===== config.mk =====
export PLATFORM = sky130hd
export DESIGN_NAME = conj_cmul3
export DESIGN_NICKNAME = d
export VERILOG_FILES = /design/src/rtl/cmul_pkg.sv /design/src/rtl/fp_mul_rz.sv /design/src/rtl/fp_add_rz.sv /design/src/rtl/conj_cmul3.sv
export SDC_FILE = /design/constraint.sdc
export NUM_CORES = 2
export LEC_CHECK = 0
export ABC_AREA = 0
export ABC_CLOCK_PERIOD_IN_PS = 40700
export BUFFER_PORTS_ARGS = -buffer_cell sky130_fd_sc_hd__buf_4
export CAP_MARGIN = 20
export CORE_ASPECT_RATIO = 0.75
export CORE_MARGIN = 1.5
export CORE_UTILIZATION = 30
export CTS_CLUSTER_SIZE = 16
export DETAILED_ROUTE_END_ITERATION = 8
export PLACE_DENSITY_LB_ADDON = 0.3
export SETUP_SLACK_MARGIN = 0.3
export SLEW_MARGIN = 20
export SYNTH_ARGS = -nofsm -noshare
export SYNTH_HDL_FRONTEND = slang
export SYNTH_SLANG_ARGS = --single-unit

===== constraint.sdc =====
create_clock -name clk_i -period 40.7 [get_ports clk_i]
set_input_delay 2.035 -clock clk_i [delete_from_list [all_inputs] [get_ports clk_i]]
set_output_delay 2.035 -clock clk_i [all_outputs]
set_load 0.02 [all_outputs]

===== src/rtl/cmul_pkg.sv =====
package cmul_pkg;
  typedef enum logic [2:0] {
    ST_IDLE, ST_S1, ST_S2, ST_S3, ST_S4, ST_S5, ST_S6
  } step_e;
endpackage


===== src/rtl/fp_mul_rz.sv =====
module fp_mul_rz #(
  parameter int EW = 8,
  parameter int MW = 23
) (
  input  logic [EW+MW:0] a_i,
  input  logic [EW+MW:0] b_i,
  output logic [EW+MW:0] y_o
);
  localparam int W  = 1 + EW + MW;
  localparam int PW = 2 * (MW + 1);
  localparam logic [EW-1:0] EMAX = {EW{1'b1}};
  localparam logic signed [EW+1:0] BIAS_S = (EW+2)'((1 << (EW-1)) - 1);
  localparam logic signed [EW+1:0] EMAX_S = (EW+2)'((1 << EW) - 1);

  logic          sgn;
  logic [EW-1:0] ea, eb;
  logic [PW-1:0] prod;
  logic [MW-1:0] man;
  logic signed [EW+1:0] e_out;
  logic          unused_lo;

  assign sgn  = a_i[W-1] ^ b_i[W-1];
  assign ea   = a_i[W-2:MW];
  assign eb   = b_i[W-2:MW];
  assign prod = {1'b1, a_i[MW-1:0]} * {1'b1, b_i[MW-1:0]};
  assign unused_lo = ^prod[MW-1:0];

  always_comb begin
    man   = prod[PW-1] ? prod[PW-2:MW+1] : prod[PW-3:MW];
    e_out = $signed({2'b00, ea}) + $signed({2'b00, eb}) - BIAS_S
          + $signed({{(EW+1){1'b0}}, prod[PW-1]});
    if (ea == '0 || eb == '0)          y_o = {sgn, {(W-1){1'b0}}};
    else if (ea == EMAX || eb == EMAX) y_o = {sgn, EMAX, {MW{1'b0}}};
    else if (e_out <= 0)               y_o = {sgn, {(W-1){1'b0}}};
    else if (e_out >= EMAX_S)          y_o = {sgn, EMAX, {MW{1'b0}}};
    else                               y_o = {sgn, e_out[EW-1:0], man};
  end
endmodule


===== src/rtl/fp_add_rz.sv =====
module fp_add_rz #(
  parameter int EW = 8,
  parameter int MW = 23
) (
  input  logic [EW+MW:0] a_i,
  input  logic [EW+MW:0] b_i,
  input  logic           sub_i,
  output logic [EW+MW:0] y_o
);
  localparam int W   = 1 + EW + MW;
  localparam int G   = 3;                 // guard bits below the fraction
  localparam int FW  = MW + 1 + G;
  localparam int LZW = $clog2(FW + 1);
  localparam logic [EW-1:0] EMAX = {EW{1'b1}};
  localparam logic [EW-1:0] FW_E = EW'(FW);
  localparam logic signed [EW+1:0] EMAX_S = (EW+2)'((1 << EW) - 1);

  logic [W-1:0]    bx, big, sml;
  logic [EW-1:0]   dexp;
  logic [FW-1:0]   m_big, m_sml, m_sh, dif, norm;
  logic [2*FW-1:0] wide;
  logic [FW:0]     sum;
  logic            stk, found;
  logic [LZW-1:0]  lz;
  logic [MW-1:0]   man;
  logic signed [EW+1:0] e_out;
  logic            unused_bits;

  assign bx = {b_i[W-1] ^ sub_i, b_i[W-2:0]};
  assign unused_bits = ^{norm[FW-1], norm[G-1:0], sum[G-1:0]};

  always_comb begin
    big   = (a_i[W-2:0] >= bx[W-2:0]) ? a_i : bx;
    sml   = (a_i[W-2:0] >= bx[W-2:0]) ? bx : a_i;
    dexp  = big[W-2:MW] - sml[W-2:MW];
    m_big = {1'b1, big[MW-1:0], {G{1'b0}}};
    m_sml = {1'b1, sml[MW-1:0], {G{1'b0}}};
    wide  = {m_sml, {FW{1'b0}}} >> dexp;
    if (dexp >= FW_E) begin
      m_sh = '0;
      stk  = 1'b1;
    end else begin
      m_sh = wide[2*FW-1:FW];
      stk  = |wide[FW-1:0];
    end
    sum = {1'b0, m_big} + {1'b0, m_sh};
    // borrow of the discarded bits keeps the truncation toward zero exact
    dif = m_big - m_sh - {{(FW-1){1'b0}}, stk};
    lz    = '0;
    found = 1'b0;
    for (int i = FW - 1; i >= 0; i--) begin
      if (!found) begin
        if (dif[i]) found = 1'b1;
        else        lz = lz + LZW'(1);
      end
    end
    norm = dif << lz;
    if (big[W-1] == sml[W-1]) begin
      if (sum[FW]) begin
        man   = sum[FW-1:G+1];
        e_out = $signed({2'b00, big[W-2:MW]}) + 1;
      end else begin
        man   = sum[FW-2:G];
        e_out = $signed({2'b00, big[W-2:MW]});
      end
    end else begin
      man   = norm[FW-2:G];
      e_out = $signed({2'b00, big[W-2:MW]}) - $signed({{(EW+2-LZW){1'b0}}, lz});
    end

    if (a_i[W-2:MW] == EMAX)                      y_o = a_i;
    else if (bx[W-2:MW] == EMAX)                  y_o = bx;
    else if (a_i[W-2:MW] == '0 && bx[W-2:MW] == '0) y_o = '0;
    else if (a_i[W-2:MW] == '0)                   y_o = bx;
    else if (bx[W-2:MW] == '0)                    y_o = a_i;
    else if (big[W-1] != sml[W-1] && dif == '0)   y_o = '0;
    else if (e_out <= 0)                          y_o = {big[W-1], {(W-1){1'b0}}};
    else if (e_out >= EMAX_S)                     y_o = {big[W-1], EMAX, {MW{1'b0}}};
    else                                          y_o = {big[W-1], e_out[EW-1:0], man};
  end
endmodule


===== src/rtl/conj_cmul3.sv =====
module conj_cmul3
  import cmul_pkg::*;
#(
  parameter int EXP_W = 8,
  parameter int MAN_W = 23
) (
  input  logic                   clk_i,
  input  logic                   rst_ni,
  input  logic                   start_i,
  input  logic [EXP_W+MAN_W:0]   a_i,
  input  logic [EXP_W+MAN_W:0]   b_i,
  input  logic [EXP_W+MAN_W:0]   c_i,
  input  logic [EXP_W+MAN_W:0]   d_i,
  output logic                   done_o,
  output logic [EXP_W+MAN_W:0]   re_o,
  output logic [EXP_W+MAN_W:0]   im_o,
  output logic [EXP_W+MAN_W:0]   den_o
);
  localparam int W = 1 + EXP_W + MAN_W;
  localparam logic [EXP_W-1:0] EMAX = {EXP_W{1'b1}};

  step_e      st_q;
  logic [W-1:0] a_q, b_q, c_q, dn_q;
  logic [W-1:0] sab_q, scd_q, t1_q, t2_q, t3_q, u_q, p_q, q_q;
  logic [W-1:0] re_q, im_q, den_q;
  logic         done_q;
  logic [W-1:0] mul_a, mul_b, mul_y, add_a, add_b, add_y;
  logic         add_sub;

  // operand routing for the shared units, one op of each kind per step
  always_comb begin
    mul_a = '0; mul_b = '0;
    add_a = '0; add_b = '0; add_sub = 1'b0;
    case (st_q)
      ST_S1: begin mul_a = a_q;   mul_b = c_q;   add_a = a_q;  add_b = b_q;  end
      ST_S2: begin mul_a = b_q;   mul_b = dn_q;  add_a = c_q;  add_b = dn_q; end
      ST_S3: begin mul_a = sab_q; mul_b = scd_q; add_a = t2_q; add_b = t3_q; add_sub = 1'b1; end
      ST_S4: begin mul_a = c_q;   mul_b = c_q;   add_a = t1_q; add_b = t2_q; add_sub = 1'b1; end
      ST_S5: begin mul_a = dn_q;  mul_b = dn_q;  add_a = u_q;  add_b = t3_q; add_sub = 1'b1; end
      ST_S6: begin add_a = p_q;   add_b = q_q;   end
      default: ;
    endcase
  end

  fp_mul_rz #(.EW(EXP_W), .MW(MAN_W)) u_mul (
    .a_i(mul_a), .b_i(mul_b), .y_o(mul_y)
  );

  fp_add_rz #(.EW(EXP_W), .MW(MAN_W)) u_add (
    .a_i(add_a), .b_i(add_b), .sub_i(add_sub), .y_o(add_y)
  );

  always_ff @(posedge clk_i or negedge rst_ni) begin
    if (!rst_ni) begin
      st_q   <= ST_IDLE;
      done_q <= 1'b0;
      a_q <= '0; b_q <= '0; c_q <= '0; dn_q <= '0;
      sab_q <= '0; scd_q <= '0; t1_q <= '0; t2_q <= '0; t3_q <= '0;
      u_q <= '0; p_q <= '0; q_q <= '0;
      re_q <= '0; im_q <= '0; den_q <= '0;
    end else begin
      done_q <= (st_q == ST_S6);
      case (st_q)
        ST_IDLE: if (start_i) begin
          a_q  <= a_i;
          b_q  <= b_i;
          c_q  <= c_i;
          dn_q <= {~d_i[W-1], d_i[W-2:0]};
          st_q <= ST_S1;
        end
        ST_S1: begin t2_q <= mul_y; sab_q <= add_y; st_q <= ST_S2;   end
        ST_S2: begin t3_q <= mul_y; scd_q <= add_y; st_q <= ST_S3;   end
        ST_S3: begin t1_q <= mul_y; re_q  <= add_y; st_q <= ST_S4;   end
        ST_S4: begin p_q  <= mul_y; u_q   <= add_y; st_q <= ST_S5;   end
        ST_S5: begin q_q  <= mul_y; im_q  <= add_y; st_q <= ST_S6;   end
        ST_S6: begin den_q <= add_y;                st_q <= ST_IDLE; end
        default: st_q <= ST_IDLE;
      endcase
    end
  end

  assign done_o = done_q;
  assign re_o   = re_q;
  assign im_o   = im_q;
  assign den_o  = den_q;

  p_done_pulse_r2: assert property (@(posedge clk_i) disable iff (!rst_ni)
    done_o |=> !done_o);

  p_busy_start_ignored_r9: assert property (@(posedge clk_i) disable iff (!rst_ni)
    (st_q != ST_IDLE && start_i) |=> $stable({a_q, b_q, c_q, dn_q}));

  p_hold_results_r10: assert property (@(posedge clk_i) disable iff (!rst_ni)
    (st_q == ST_IDLE && !start_i) |=> ($stable(re_o) && $stable(im_o) && $stable(den_o)));

  p_den_nonneg_r5: assert property (@(posedge clk_i) disable iff (!rst_ni)
    done_o |-> !den_o[W-1]);

  p_mul_zero_r6: assert property (@(posedge clk_i) disable iff (!rst_ni)
    (mul_a[W-2:MAN_W] == '0 || mul_b[W-2:MAN_W] == '0) |-> (mul_y[W-2:0] == '0));

  p_mul_inf_clean_r6: assert property (@(posedge clk_i) disable iff (!rst_ni)
    (st_q != ST_IDLE && mul_y[W-2:MAN_W] == EMAX) |-> (mul_y[MAN_W-1:0] == '0));
endmodule


==> qor.yml <==
logic_synthesis:
  synth_edf_count: 0
  synth_top_flop_cell: "dfrtp_1"
  yosysMostFrequentCell: "nand2_1"
  yosysWarnings: 0
  async_reset_ff_share_pct: 100
  synth_nets: 7119
  synth_top_area_cell: "dfrtp_1"
  avgSynthCellArea_um2: 8.42
  synthTopCellsByArea: "dfrtp_1 23%, fa_1 19%, nand2_1 7.7%, ha_1 7.6%, inv_1 4.9%"
  synth_seq_cells: 484
  seq_area_frac_synth_pct: 23.2
  synthCells: 6188
  synth_top_area_share_pct: 23.2
  yosys-top-cells-count: "1066 x nand2_1, 681 x inv_1, 489 x nor2_1, 484 x dfrtp_1, 484 x fa_1"
  synth.distinct_cells: 104
  netlist_area_um2: 52100
sta:
  fmax_mhz: 32.9
  fin_crit_ns: 30.39
  max-slew-margin-rel_pct: 21.7
  hold_violations: 0
  fin_setup_tns_ns: 0
  worst_pin_slew_ns: 1.17
  setup_viol: 0
  finClkSkew_ns: 0.0451
  finalMaxSlewViolations: 0
  rsz0062_at_grt: "false"
  finalCritPeriodShare_pct: 74.7
  hold_ws_ns: 0.478
cts:
  cts_tree: "done"
  insertion_delay_ns: 0.64
  path_clk_slew_ns: 0.06
  post_cts_buffers: 0
  cts_buffers: 53
  h-tree-depth: 2
  clkSinkCount: 484
  cts_root_buf: "clkbuf_16"
  cts_hold_buf: 0
  cts.path.max_buffers: 3
  cts-resized-gates: 0
cells_and_area:
  fill_cells: 17900
  ff_latch_area_um2: 12100
  area_growth_pct: 12.2
  multiInputGateArea_um2: 36400
  postLayoutCoreUtil_pct: 33.9
  nNetsFinal: 7156
  finish.instance_area_um2: 58500
  drive_gt1_share_pct: 11.5
global_routing:
  first_global_vias: 45300
  overflow: 0
  grt_max_degree: 85
  grt_pass1_wl_um: 303000
  track_usage_pct: 22.7
  antenna_found_initial: 9
routing:
  routed_wl_um: 203000
  first_pass_iters: 9
  post-route-drc-count: 0
  vias_per_cell: 5.45
  antenna_left: 0
  detail_route.wl_per_cell_um: 23.8
  vias: 46600
  drtIter0Drc: 5103
worst_setup_path:
  cp_max_fo: 73
  cp_common_cell: "ha_1"
  slowest_stage: "dfrtp_4"
  crit_type: "flip-flop to flip-flop"
  end_kind: "flip-flop"
  cp.required_ns: 41.23
  cp-start-kind: "flip-flop"
  arrival_ns: 30.92
  cp_slowest_stage_delay_ns: 0.79
placed_design:
  dp_hpwl_um: 158000
  portBuffers: 227
  place_congestion: 1.02
  dpl_cell_area_um2: 56600
floorplan:
  die_w_um: 484
  placementRows: 132
  io_pins: 228
  coreArea_um2: 173000
  die_y_um: 364
  dieArea_um2: 176000
  start_util_pct: 30.2
worst_hold_path:
  hp-class: "flip-flop to flip-flop"
run:
  maxCapViolCount: 0
status:
  status: "complete, no violations"
[worst max-delay path: cells and delay by family (launching register included)]
kind / cells / cell delay (ns)
simple gates: 37 / 7.73
buf+inv: 8 / 2.82
xor+xnor: 4 / 1.82
mux: 6 / 1.04
flops: 1 / 0.79
fa+ha+maj: 16 / 4.53
compound gates: 47 / 11.30
[layout make-up]
| class | count | share of cell area [%] |
|---|---|---|
| well taps | 2278 | 4.87 |
| clock inverters | 24 | 0.655 |
| flip-flops and latches | 484 | 20.7 |
| inverters | 687 | 4.41 |
| diodes | 2 | 0.00856 |
| clock buffers | 71 | 2.54 |
| repair buffers | 344 | 4.48 |
| multi-input cells | 4655 | 62.3 |
[layer usage]
layer / global-route usage [%] / vias up / wire length [um]
met3: 6.22 / 325 / 22500
met5: 0 / - / 7
met4: 8.07 / 2 / 7870
li1: - / 20800 / -
met1: 33.2 / 23100 / 91900
met2: 31.5 / 2305 / 80900
[cells by family (layout without fill, tap and decap cells)]
group	count (synthesis)	in the layout	synth area share, %
buf+inv	1049	1126	7.69
xor+xnor	124	124	2.30
other cells	0	2	0
fa+ha+maj	804	804	26.3
mux	370	370	7.57
compound gates	1327	1327	16.2
flops	484	484	23.2
simple gates	2030	2030	16.8
[per-stage QoR]
stage                     setup WS, ns  cells
after floorplan                  16.24   6188
after global placement           11.53   8446
after detailed placement         10.92   8446
after CTS                        10.90   8541
after global routing              8.00   8543
final                            10.31   8545
[worst paths after layout]
kind | start | to | slack, ns | depth (start not counted)
setup / recovery | st_q[1] | den_o[7] | 10.31 | 118
setup reg to reg | st_q[1] | den_o[7] | 10.31 | 118
hold reg to reg | p_q[23] | p_q[23] | 0.48 | 2
hold / removal | p_q[23] | p_q[23] | 0.48 | 2
min in group asynchronous | rst_ni | b_q[10] | 1.39 | 1
max in group asynchronous | rst_ni | re_o[16] | 36.19 | 4
[cell usage in the layout, fill, tap and decap left out, drive strengths merged, types with 169 or more instances in the layout]
cell type | synthesis | layout
a21oi | 262 | 262
buf | 63 | 343
dfrtp | 484 | 484
fa | 484 | 484
ha | 316 | 316
inv | 685 | 685
mux2 | 169 | 169
mux2i | 199 | 199
nand2 | 1066 | 1066
nor2 | 489 | 489
o21ai | 487 | 487
Power is left out: the tool's default activity adds up to more than one toggle a clock period on the data nets, which glitch-free logic cannot reach.
